## src/rtl/clkdiv_stage.sv

```systemverilog
module clkdiv_stage #(
  parameter int CW = 6,
  parameter int RW = 32,
  parameter int SETTLE = 16,
  parameter logic [CW-1:0] RST_LOW = CW'(1),
  parameter logic [CW-1:0] RST_HIGH = CW'(1)
) (
  input  logic          clk_in,
  input  logic          rst_n,
  input  logic          wr_en,
  input  logic [RW-1:0] wr_data,
  output logic [RW-1:0] cfg_q,
  output logic          locked,
  output logic          clk_out
);
  localparam int FW = 2*CW + 3;
  localparam int HALF_BIT = 2*CW;
  localparam int BYP_BIT = 2*CW + 1;
  localparam int HOLD_BIT = 2*CW + 2;
  localparam int SW = $clog2(SETTLE + 1);

  logic [FW-1:0] held;
  logic [CW-1:0] act_lo, act_hi, cnt, len;
  logic          act_half, act_byp, ph_hi, ph_neg;
  logic [SW-1:0] settle;
  logic          apply;
  logic [CW-1:0] new_lo, new_hi;

  assign apply  = wr_en & ~wr_data[HOLD_BIT];
  assign new_lo = (wr_data[CW-1:0] == '0) ? CW'(1) : wr_data[CW-1:0];
  assign new_hi = (wr_data[2*CW-1:CW] == '0) ? CW'(1) : wr_data[2*CW-1:CW];
  assign len    = ph_hi ? act_hi : act_lo;
  assign cfg_q  = {{(RW-FW){1'b0}}, held};
  assign locked = (settle == '0);

  always_ff @(posedge clk_in or negedge rst_n) begin
    if (!rst_n) begin
      held <= {3'b000, RST_HIGH, RST_LOW};
    end else if (wr_en) begin
      held <= wr_data[FW-1:0];
    end
  end

  always_ff @(posedge clk_in or negedge rst_n) begin
    if (!rst_n) begin
      act_lo   <= RST_LOW;
      act_hi   <= RST_HIGH;
      act_half <= 1'b0;
      act_byp  <= 1'b0;
    end else if (apply) begin
      act_lo   <= new_lo;
      act_hi   <= new_hi;
      act_half <= wr_data[HALF_BIT];
      act_byp  <= wr_data[BYP_BIT];
    end
  end

  always_ff @(posedge clk_in or negedge rst_n) begin
    if (!rst_n) begin
      settle <= '0;
    end else if (apply) begin
      settle <= SW'(SETTLE);
    end else if (settle != '0) begin
      settle <= settle - SW'(1);
    end
  end

  always_ff @(posedge clk_in or negedge rst_n) begin
    if (!rst_n) begin
      ph_hi <= 1'b1;
      cnt   <= '0;
    end else if (apply) begin
      ph_hi <= 1'b1;
      cnt   <= '0;
    end else if (cnt == len - CW'(1)) begin
      ph_hi <= ~ph_hi;
      cnt   <= '0;
    end else begin
      cnt <= cnt + CW'(1);
    end
  end

  always_ff @(negedge clk_in or negedge rst_n) begin
    if (!rst_n) begin
      ph_neg <= 1'b1;
    end else begin
      ph_neg <= ph_hi;
    end
  end

  assign clk_out = act_byp ? clk_in : (act_half ? (ph_hi | ph_neg) : ph_hi);
endmodule


```

## config.mk

```make
export PLATFORM = sky130hd
export DESIGN_NAME = clkdiv_stage
export DESIGN_NICKNAME = d
export VERILOG_FILES = /design/src/rtl/clkdiv_stage.sv
export SDC_FILE = /design/constraint.sdc
export NUM_CORES = 1
export LEC_CHECK = 0
export ABC_AREA = 1
export BUFFER_PORTS_ARGS = -buffer_cell sky130_fd_sc_hd__buf_2
export CAP_MARGIN = 10
export CORE_MARGIN = 2
export CORE_UTILIZATION = 30
export DETAILED_ROUTE_END_ITERATION = 12
export GPL_TIMING_DRIVEN = 1
export PLACE_DENSITY = 0.54
export RECOVER_POWER = 50
export SLEW_MARGIN = 20
export SYNTH_ARGS = -nofsm -noshare
export SYNTH_HDL_FRONTEND = slang
export SYNTH_SLANG_ARGS = --single-unit
```

## constraint.sdc

```tcl
create_clock -name clk_in -period 2.1 [get_ports clk_in]
set_input_delay 0.315 -clock clk_in [delete_from_list [all_inputs] [get_ports clk_in]]
set_output_delay 0.315 -clock clk_in [all_outputs]
set_load 0.02 [all_outputs]
```

Word level (Yosys, flattened, before mapping)
Index checks and enable logic that the tools add are counted.

Reductions and logical operators: 6. Mux-type cells: 11. Add/sub/neg operators: 3. Bitwise operators: 4. Equality and inequality tests: 1.

Operators with widths (count): two-way mux 6 bit (5); zero test 6 bit (2); two-way mux 5 bit (2); adder 6 x 1 -> 6 bit, second input constant (1); equality test 6 bit (1); subtractor 6 x 1 -> 6 bit, second input constant (1); zero test 5 bit (1); nonzero test 5 bit (1); subtractor 5 x 1 -> 5 bit, second input constant (1); two-way mux 1 bit (4); nonzero test 2 bit (2); NOT 1 bit (2); bitwise AND 1 bit (1); bitwise OR 1 bit (1).

Output and inout port bits: 34. Bits of input ports: 35. Logic and storage cells: 34. Bits in registers: 42.

Logic depth before layout (Yosys ltp)
Depth in word-level cells: 5. Depth in mapped cells: 13.

==> run metrics <==
max-slew violations=0; post-synth top area share=0.415; drt pass-1 iters=4; Post-DRT Antenna Nets=0; die width=approximately 90 um; Max VDD drop=around 410 uV; core area=just over 7000 um^2; MaxCap Viol Count=0; ANT cells=0; post-synth top area cell=dfrtp_1; crit-path leading delay family=flip-flops; total power=2.61 mW; placed instance count=around 410; first-pass GRT wire length=7450 um; Lkg Pwr=between 1 and 1.5 nW; Pwr Density=approximately 1000 nW/um^2; Slew HR=0.320; Avg Synthesized Cell Area=roughly 8.0 um^2; Routability Congestion=between 0.7 and 0.8; RSZ-0062 raised after global routing=yes; Initial DRC Count=26; Worst Hold Class=input pin to flop; Largest stage delay, worst path=about 0.52 ns; number of port buffers=34; Total GRT Usage=0.123; Via-to-Cell Ratio=~4.2; Critical Path Fanout Max=1; Syn. warnings=0; largest net degree at the start of global routing=between 40 and 50; vias post-DR=about 1800; critical path's slowest cell=dfstp_2; crit-path cells=a21oi_2, o21ai_2, buf_6; Yosys reg bits=42; Slew @ Worst Pin=around 1.0 ns; failing checks=setup timing; Area growth syn-to-layout=20.1%; Die Y=approximately 89 um; remaining global-route overflow=0; Gate Count Post-Synth=272; DRC viols=0; DP HPWL=between 3000 and 4000 um; filler cell count=roughly 770; final wirelength=approximately 4400 um; clock-pin slew on the worst setup and hold paths=~0.080 ns; status=finished with violations; vias in the first global route=about 1700; die area=7940 um^2; placed cell area=2430 um^2; layout cell share with drive strength beyond 1=0.241; type of the worst setup path=flop to primary output; register area share after synthesis=0.487; antenna violations before repair=0; CP bufs+invs=1; Final Skew=roughly 0.070 ns; Critical Path Sink Type=primary output; Ports=69; Place WS=-0.0766 ns; critical path startpoint category=flop; nets@finish=roughly 360; final instance area=about 2600 um^2; final non-filler cell total=approximately 420; Starting Density=0.305; routed len/inst=between 10 and 15 um; final setup fails=2; Req. time, crit path=roughly 1.8 ns; # hold bufs at CTS=0; top cells by area, synth=dfrtp_1, nand2_1, dfstp_2, buf_4, inv_1; Distinct cells, synth=30; Rows=31; critical path arrival=between 2 and 2.5 ns; post-route core utilization=0.366; CTS tree=done; Final Hold Fails=0; final worst slack=-0.573 ns; post-synthesis instance area=roughly 2200 um^2; Clk Latency, worst-skew pair=0.47 ns
cell families after synthesis:
group,count (synthesis),share of synthesized area
compound gates,30,0.0754
xor+xnor,7,0.0282
fa+ha+maj,4,0.0230
buf+inv,57,0.132
flops,42,0.487
other cells,1,0.00173
simple gates,131,0.253
power by group:
part | total, mW | leakage, nW | switching (mW) | internal [mW]
registers | 1.10 | 0.507 | 0.120 | 0.979
clock network | 0.699 | 0.0752 | 0.322 | 0.377
logic | 0.813 | 0.780 | 0.490 | 0.323
total | 2.61 | 1.36 | 0.932 | 1.68
cell usage in the layout, fill, tap and decap left out, types with 7 or more instances in the layout:
| cell type | Yosys | layout |
|---|---|---|
| dfrtp_1 | 36 | 36 |
| o21ai_0 | 18 | 17 |
| nor2_2 | 3 | 7 |
| nand3_1 | 15 | 14 |
| conb_1 | 1 | 17 |
| nand2_1 | 88 | 84 |
| nand2_2 | 3 | 7 |
| buf_2 | 1 | 31 |
| clkbuf_8 | 0 | 8 |
| nor2_1 | 15 | 11 |
| buf_4 | 17 | 7 |
| inv_1 | 32 | 32 |
Yosys cell counts:
cell,number
a211oi_1,1
a21oi_1,2
a21oi_2,1
a311oi_1,1
a31oi_1,3
buf_2,1
buf_4,17
buf_6,1
clkbuf_1,4
clkinv_1,1
conb_1,1
dfrtp_1,36
dfstp_2,6
ha_1,4
inv_1,32
inv_2,1
nand2_1,88
nand2_2,3
nand2_4,1
nand3_1,15
nand3_2,1
nand3b_1,1
nand4_1,1
nor2_1,15
nor2_2,3
nor3_1,3
o21ai_0,18
o21ai_1,4
xnor2_1,1
xor2_1,6
final cells by class:
type	count	area, um^2	area share
clock buffer	11	129	0.0494
clock inverter	2	11.3	0.00431
inverter	33	126	0.0484
multi-input combinational	189	933	0.358
sequential	42	1060	0.406
tap	99	124	0.0475
timing repair buffer	43	228	0.0872
layer usage:
layer  global-route usage  part of all wire  up-vias
met5                    0                 0        -
met4               0.0706             0.023        0
met3               0.0397             0.060        9
met2                0.189              0.47       57
met1                0.152              0.45      791
li1                     -                 -      902
registers in the layout, indices dropped and copies added (netlist names):
register  cells
ph_hi         1
cnt           6
ph_neg        1
held         15
act_hi        6
act_byp       1
act_half      1
act_lo        6
settle        5
worst reg2reg max path, stage by stage (launching register included):
cell     delay (ns)
dfstp_2        0.62
inv_4          0.07
nand2_2        0.06
nand2_2        0.08
ha_4           0.27
xor2_1         0.13
nand2_1        0.07
nor2_1         0.10
nand3_1        0.09
a21oi_2        0.15
nand2_2        0.10
nand2_4        0.12
nor2_1         0.05
worst paths after layout:
kind	from	endpoint	slack, ns	cells after the start
setup / recovery	ph_neg$_DFF_NN1_	clk_out	-0.57	3
hold / removal	wr_data[12]	held[12]$_DFFE_PN0P_	0.14	3
setup reg to reg	ph_hi$_DFFE_PN1P_	cnt[3]$_DFF_PN0_	0.08	12
hold reg to reg	held[10]$_DFFE_PN0P_	held[10]$_DFFE_PN0P_	0.48	2
max in group asynchronous	rst_n	ph_neg$_DFF_NN1_	1.21	1
min in group asynchronous	rst_n	held[12]$_DFFE_PN0P_	0.23	2
metrics by stage:
stage	hold slack (ns)	setup TNS, ns
floorplan	0.0194	-0.0429
global placement	0.451	-0.0728
detailed placement	0.456	-0.0766
CTS	0.0165	-0.605
global route	0.144	-1.08
finish	0.137	-0.573
timing repair:
action                     in CTS  in global routing
gates resized for setup         2                 11
cloned                          0                  0
pin swaps                       1                  8
setup buffers                   0                  3
setup endpoints to repair       2                  9
Note: power is estimated with default switching activity, not from simulation.
